### config.mk
export PLATFORM = sky130hd
export DESIGN_NAME = prescaled_pwm
export DESIGN_NICKNAME = d
export VERILOG_FILES = /design/src/rtl/prescaled_pwm_pkg.sv /design/src/rtl/prescaled_pwm_regs.sv /design/src/rtl/prescaled_pwm_prescaler.sv /design/src/rtl/prescaled_pwm_core.sv /design/src/rtl/prescaled_pwm.sv
export SDC_FILE = /design/constraint.sdc
export NUM_CORES = 1
export LEC_CHECK = 0
export BUFFER_PORTS_ARGS = -buffer_cell sky130_fd_sc_hd__buf_2
export CORE_MARGIN = 2
export CORE_UTILIZATION = 46
export CTS_CLUSTER_SIZE = 14
export DETAILED_ROUTE_END_ITERATION = 7
export PLACE_DENSITY = 0.68
export SETUP_SLACK_MARGIN = 0.02
export SLEW_MARGIN = 0
export SYNTH_ARGS = -nofsm -noshare
export SYNTH_HDL_FRONTEND = slang
export SYNTH_HIERARCHICAL = 1
export SYNTH_SLANG_ARGS = --single-unit
### constraint.sdc
create_clock -name clk -period 1.8 [get_ports clk]
set_input_delay 0 -clock clk [delete_from_list [all_inputs] [get_ports clk]]
set_output_delay 0 -clock clk [all_outputs]
set_load 0.05 [all_outputs]
### src/rtl/prescaled_pwm_pkg.sv
package prescaled_pwm_pkg;

    localparam int REG_W  = 8;
    localparam int CODE_W = 7;
    localparam int CNT_W  = 8;

    localparam logic [REG_W-1:0] ADDR_DIVIDER   = 8'h4B;
    localparam logic [REG_W-1:0] ADDR_DUTY      = 8'h4E;
    localparam logic [REG_W-1:0] ADDR_BACKLIGHT = 8'h51;

    typedef enum logic [0:0] {
        ST_IDLE = 1'b0,
        ST_RUN  = 1'b1
    } pwm_state_e;

endpackage

### src/rtl/prescaled_pwm_regs.sv
module prescaled_pwm_regs
    import prescaled_pwm_pkg::*;
#(
    parameter int DATA_W = REG_W,
    parameter int CODE_BITS = CODE_W,
    parameter logic [DATA_W-1:0] A_DIV = ADDR_DIVIDER,
    parameter logic [DATA_W-1:0] A_DUTY = ADDR_DUTY,
    parameter logic [DATA_W-1:0] A_BL = ADDR_BACKLIGHT
) (
    input  logic                 clk,
    input  logic                 rst_n,
    input  logic [DATA_W-1:0]    addr_i,
    input  logic [DATA_W-1:0]    wdata_i,
    input  logic                 we_i,
    output logic [DATA_W-1:0]    rdata_o,
    output logic                 run_en_o,
    output logic [CODE_BITS-1:0] code_o,
    output logic [DATA_W-1:0]    level_o,
    output logic                 bl_o
);

    localparam int EN_BIT = DATA_W - 1;

    logic [DATA_W-1:0] div_q;
    logic [DATA_W-1:0] duty_q;
    logic              bl_q;

    logic hit_div, hit_duty, hit_bl;

    always_comb begin
        hit_div  = (addr_i == A_DIV);
        hit_duty = (addr_i == A_DUTY);
        hit_bl   = (addr_i == A_BL);
    end

    always_ff @(posedge clk) begin
        if (!rst_n) begin
            div_q  <= '0;
            duty_q <= '0;
            bl_q   <= 1'b0;
        end else if (we_i) begin
            if (hit_div)  div_q  <= wdata_i;
            if (hit_duty) duty_q <= wdata_i;
            if (hit_bl)   bl_q   <= wdata_i[0];
        end
    end

    always_comb begin
        rdata_o = '0;
        if (hit_div)       rdata_o = div_q;
        else if (hit_duty) rdata_o = duty_q;
        else if (hit_bl)   rdata_o = {{(DATA_W-1){1'b0}}, bl_q};
    end

    always_comb begin
        run_en_o = div_q[EN_BIT];
        code_o   = div_q[CODE_BITS-1:0];
        level_o  = duty_q;
        bl_o     = bl_q;
    end

    AST_BL_FOLLOWS_WRITE: assert property (@(posedge clk) disable iff (!rst_n)
        (we_i && hit_bl) |=> (bl_q == $past(wdata_i[0])));

    AST_STRAY_WRITE_IGNORED: assert property (@(posedge clk) disable iff (!rst_n)
        (we_i && !hit_div && !hit_duty && !hit_bl) |=>
        ($stable(div_q) && $stable(duty_q) && $stable(bl_q)));

    AST_DIV_READBACK: assert property (@(posedge clk) disable iff (!rst_n)
        (we_i && hit_div) |=> (div_q == $past(wdata_i)));

endmodule

### src/rtl/prescaled_pwm_prescaler.sv
module prescaled_pwm_prescaler #(
    parameter int CODE_BITS = 7
) (
    input  logic                 clk,
    input  logic                 rst_n,
    input  logic                 run_i,
    input  logic [CODE_BITS-1:0] code_i,
    output logic                 tick_o
);

    logic [CODE_BITS-1:0] div_q;
    logic                 at_end;

    always_comb begin
        at_end = (div_q == code_i);
        tick_o = run_i && at_end;
    end

    always_ff @(posedge clk) begin
        if (!rst_n)       div_q <= '0;
        else if (!run_i)  div_q <= '0;
        else if (at_end)  div_q <= '0;
        else              div_q <= div_q + 1'b1;
    end

    AST_DIV_IN_RANGE: assert property (@(posedge clk) disable iff (!rst_n)
        run_i |-> (div_q <= code_i));

    AST_DIV_HELD_WHEN_STOPPED: assert property (@(posedge clk) disable iff (!rst_n)
        !run_i |=> (div_q == '0));

endmodule

### src/rtl/prescaled_pwm_core.sv
module prescaled_pwm_core
    import prescaled_pwm_pkg::*;
#(
    parameter int CODE_BITS = CODE_W,
    parameter int CNT_BITS  = CNT_W
) (
    input  logic                 clk,
    input  logic                 rst_n,
    input  logic                 en_i,
    input  logic [CODE_BITS-1:0] code_i,
    input  logic [CNT_BITS-1:0]  level_i,
    output logic                 pwm_o
);

    localparam logic [CNT_BITS-1:0] CNT_LAST = '1;

    pwm_state_e           state_q, state_d;
    logic [CODE_BITS-1:0] code_act;
    logic [CNT_BITS-1:0]  level_act;
    logic [CNT_BITS-1:0]  cnt_q;
    logic                 running;
    logic                 tick;
    logic                 wrap;

    always_comb begin
        state_d = state_q;
        unique case (state_q)
            ST_IDLE: if (en_i)  state_d = ST_RUN;
            ST_RUN:  if (!en_i) state_d = ST_IDLE;
            default:            state_d = ST_IDLE;
        endcase
    end

    always_ff @(posedge clk) begin
        if (!rst_n) state_q <= ST_IDLE;
        else        state_q <= state_d;
    end

    always_comb begin
        running = (state_q == ST_RUN) && en_i;
        wrap    = tick && (cnt_q == CNT_LAST);
    end

    prescaled_pwm_prescaler #(
        .CODE_BITS(CODE_BITS)
    ) u_prescaler (
        .clk    (clk),
        .rst_n  (rst_n),
        .run_i  (running),
        .code_i (code_act),
        .tick_o (tick)
    );

    always_ff @(posedge clk) begin
        if (!rst_n) begin
            cnt_q     <= '0;
            code_act  <= '0;
            level_act <= '0;
        end else if (!running) begin
            cnt_q     <= '0;
            code_act  <= code_i;
            level_act <= level_i;
        end else if (tick) begin
            cnt_q <= cnt_q + 1'b1;
            if (wrap) level_act <= level_i;
        end
    end

    always_comb begin
        pwm_o = running && (cnt_q < level_act);
    end

    AST_CODE_FROZEN: assert property (@(posedge clk) disable iff (!rst_n)
        (running && en_i) |=> $stable(code_act));

    AST_LEVEL_AT_BOUNDARY: assert property (@(posedge clk) disable iff (!rst_n)
        (running && en_i && !wrap) |=> $stable(level_act));

    AST_CNT_HELD_OFF: assert property (@(posedge clk) disable iff (!rst_n)
        !en_i |=> (cnt_q == '0));

    AST_CNT_STEPS_ON_TICK: assert property (@(posedge clk) disable iff (!rst_n)
        (running && !tick) |=> $stable(cnt_q));

endmodule

### src/rtl/prescaled_pwm.sv
module prescaled_pwm
    import prescaled_pwm_pkg::*;
#(
    parameter int DATA_W    = REG_W,
    parameter int CODE_BITS = CODE_W
) (
    input  logic              clk,
    input  logic              rst_n,
    input  logic [DATA_W-1:0] bus_addr,
    input  logic [DATA_W-1:0] bus_wdata,
    input  logic              bus_we,
    output logic [DATA_W-1:0] bus_rdata,
    output logic              pwm_out,
    output logic              backlight_en
);

    logic                 run_en;
    logic [CODE_BITS-1:0] code;
    logic [DATA_W-1:0]    level;

    prescaled_pwm_regs #(
        .DATA_W    (DATA_W),
        .CODE_BITS (CODE_BITS)
    ) u_regs (
        .clk      (clk),
        .rst_n    (rst_n),
        .addr_i   (bus_addr),
        .wdata_i  (bus_wdata),
        .we_i     (bus_we),
        .rdata_o  (bus_rdata),
        .run_en_o (run_en),
        .code_o   (code),
        .level_o  (level),
        .bl_o     (backlight_en)
    );

    prescaled_pwm_core #(
        .CODE_BITS (CODE_BITS),
        .CNT_BITS  (DATA_W)
    ) u_core (
        .clk     (clk),
        .rst_n   (rst_n),
        .en_i    (run_en),
        .code_i  (code),
        .level_i (level),
        .pwm_o   (pwm_out)
    );

    AST_RESET_QUIET: assert property (@(posedge clk)
        !rst_n |=> (!pwm_out && !backlight_en));

endmodule

==> metrics.csv <==
stage;metric;value;unit
outcome;outcome;finished, final reports clean;
final_layout;ANT cells;0;
critical_path;CP Max Fanout;8;
hold_path;Hold Path Class;input port to register;
drt;DR WL/cell;13.1;um
drt;Vias;1879;
final_layout;register area;971;um2
power;LEAKAGE;1.26;nW
critical_path;Worst Setup Path Type;register to register;
timing;final setup fails;0;
final_layout;filler instances;451;
timing;hold_ws;21.1;ps
drt;initial drt markers;62;
yosys;asr flop ratio synth;0;
timing;f_max;563;MHz
yosys;Post-Syn Area;0.00238;mm2
global_routing;GR Overflow Total;0;
placement;routability cong.;0.787;
drt;total wire length;4.91;mm
hold_path;Hold EP;u_regs/bl_o;
hold_path;Worst Hold Path Cells;3;
yosys;sequential area share after synthesis;0.404;
placement;Placed Instances;355;
yosys;Synth Flop Type;dfxtp_1;
cts;CTS Buf Count;5;
cts;clock sink count;48;
timing;setup_tns;0;ps
hold_path;min-delay src;bus_we;
yosys;Syn Area/Cell;9.43;um2
critical_path;R2R Path End;u_core/level_act[2];
yosys;Post-synth top cells;58 x nand2_1, 48 x dfxtp_1, 28 x mux2i_1;
drt;vias per cell;5.02;
drt;Residual DRC;0;
timing;worst slew pin tran;355;ps
global_routing;number of global-route vias before repair;1767;
yosys;post-synthesis cell type count;43;
cts;CTS tree;built;
yosys;Post-synth EDFFs;0;
timing;slew margin rel.;0.763;
global_routing;largest net degree at the start of global routing;30;
critical_path;reg2reg start;u_core/code_act[6];
final_layout;area taken by multi-input logic gates;0.00140;mm2
drt;DRT antenna net count;0;
yosys;Post-Syn Instances;252;
critical_path;Critical Path RT;1990;ps
floorplanning;die area;0.00576;mm2
power;Max VDD drop;0.428;mV
floorplanning;die height;75.9;um
yosys;Synth top area share;0.404;
timing;minimum clock period;1780;ps
yosys;YS warnings;6;
floorplanning;core box area;0.00504;mm2
cts;clock latency on the worst-skew pair;300;ps
flow_run;number of max-cap violations;0;
placement;detailed placement HPWL;3.53;mm
floorplanning;Site Rows;26;
final_layout;layout cells sized above 1;0.299;
drt;DR pass1 iterations;4;
global_routing;first-pass GRT wire length;8.14;mm
critical_path;Reg2Reg Depth;7;
critical_path;CP Capture Type;register;
critical_path;worst path arrival time;1970;ps
timing;Period Utilization, post-route;0.987;
cts;maximum root-to-sink buffer count;2;
timing;Hold Fails Final Rpt;0;
critical_path;CP Launch Type;register;
yosys;cell taking the most area after synthesis;dfxtp_1;
final_layout;Finished Layout Cells;374;
power;pwr dens;593;mW/mm2
global_routing;Total GRT Usage;0.188;
cts;CTS clk-pin slew, worst paths;90;ps
placement;I/O Buffers;28;
yosys;synth top area cells;dfxtp_1 40%, mux2i_1 12%, nand2_1 9.2%;
timing;Fin Clk Skew;5.37;ps
final_layout;nets;332;
timing;RSZ-0062 raised after global routing;yes;
global_routing;initial antenna violation count;0;
final_layout;fin util;0.585;
timing;Pins Over Slew Limit;0;
critical_path;R2R Setup Slk;20;ps
yosys;most frequent cell after synthesis;nand2_1;
final_layout;P&R area growth vs syn;24.0;%
cts;Root Buffer;clkbuf_8;
floorplanning;Initial Utilization;0.471;
yosys;#FFs+latches synth;48;
cts;H-tree depth;2;
floorplanning;IO Count;29;
floorplanning;die span in x;75.9;um
yosys;syn nets;280;
[sequential cells by signal, indices dropped and copies added (netlist names)]
name	count
u_core/u_prescaler/div_q	7
u_regs/level_o	8
u_core/state_q	1
u_regs/bl_o	1
u_core/level_act	8
u_core/cnt_q	8
u_regs/div_q	8
u_core/code_act	7
[power breakdown]
group / leakage (nW) / internal [mW] / total, mW / switching [mW]
sequential: 0.391 / 1.06 / 1.06 / 0.000521
combinational: 0.829 / 0.0402 / 0.0777 / 0.0375
clock: 0.0400 / 0.263 / 0.610 / 0.346
total: 1.26 / 1.36 / 1.75 / 0.384
[logic make-up (layout without fill, tap and decap cells)]
| family | after synthesis | in the layout | share of synthesized area |
|---|---|---|---|
| AND/OR/NAND/NOR | 100 | 100 | 0.221 |
| flip-flops | 48 | 48 | 0.404 |
| AO/OA/AOI/OAI | 36 | 36 | 0.124 |
| multiplexers | 28 | 28 | 0.118 |
| buffers and inverters | 17 | 69 | 0.0342 |
| XOR/XNOR | 14 | 14 | 0.0516 |
| adder cells (fa/ha/maj) | 9 | 9 | 0.0474 |
[worst max-delay path by stage]
| stage | from | end | slack, ps | cells past startpoint |
|---|---|---|---|---|
| after global routing | u_core/code_act[6] | u_core/level_act[6] | -40 | 7 |
| after floorplan | u_core/u_prescaler/div_q[6] | u_core/level_act[0] | -50 | 6 |
| final | u_core/code_act[6] | u_core/level_act[2] | 20 | 7 |
| after CTS | u_core/level_act[7] | pwm_out | 20 | 6 |
| after detailed placement | u_core/code_act[4] | u_core/level_act[2] | 0.2 | 6 |
| after global placement | u_core/code_act[6] | u_core/level_act[7] | 20 | 6 |
[cell type report]
cell class	count	share of cell area
multi-input cells	187	0.475
repair buffers	54	0.128
inverters	8	0.0102
clock inverters	2	0.00424
clock buffers	5	0.0233
well taps	70	0.0297
flip-flops and latches	48	0.329
[metal layers]
| layer | vias up | part of all wire | global-route usage |
|---|---|---|---|
| met5 | - | 0 | 0 |
| met4 | 0 | 0.013 | 0.0702 |
| met3 | 7 | 0.017 | 0.0278 |
| met2 | 18 | 0.47 | 0.302 |
| met1 | 863 | 0.50 | 0.257 |
| li1 | 991 | - | - |
[per-stage QoR]
step	setup slack (ps)	power [mW]	area, um2
3_3_place_gp	17.6	1.15	2670
6_report	23.5	1.75	2950
4_1_cts	20.8	1.77	2900
5_1_grt	-42.3	1.82	2950
2_1_floorplan	-49.5	1.12	2390
3_5_place_dp	0.197	1.15	2670
[cells in the final DEF (no fill, tap or decap), drive strengths merged, types with 3 or more instances in the layout]
cell         count
buf             45
nor2             6
a31oi            3
xnor2            4
and4             3
xor2            10
a211oi           4
a21boi           7
a22o             7
nand3           11
mux2i           28
a21oi            6
clkbuf           5
dlygate4sd3      9
ha               9
inv              8
and2             3
and4bb           3
dfxtp           48
nand2           59
and3             6
[repair_timing]
action	4_1_cts	5_1_grt
endpoints found under the setup margin	10	10
buffers inserted	1	2
pin swaps	5	7
hold buffers	9	0
hold endpoints to repair	18	0
gates resized for setup	12	7
[worst max-delay path: stages, from the launching register on]
cell and delay, ps:
dfxtp_2 330, xor2_1 170, nor4_4 310, and3_4 240, and4_4 240, a31oi_4 100
buf_12 150, mux2i_1 110
(Power assumes the default switching activity.)
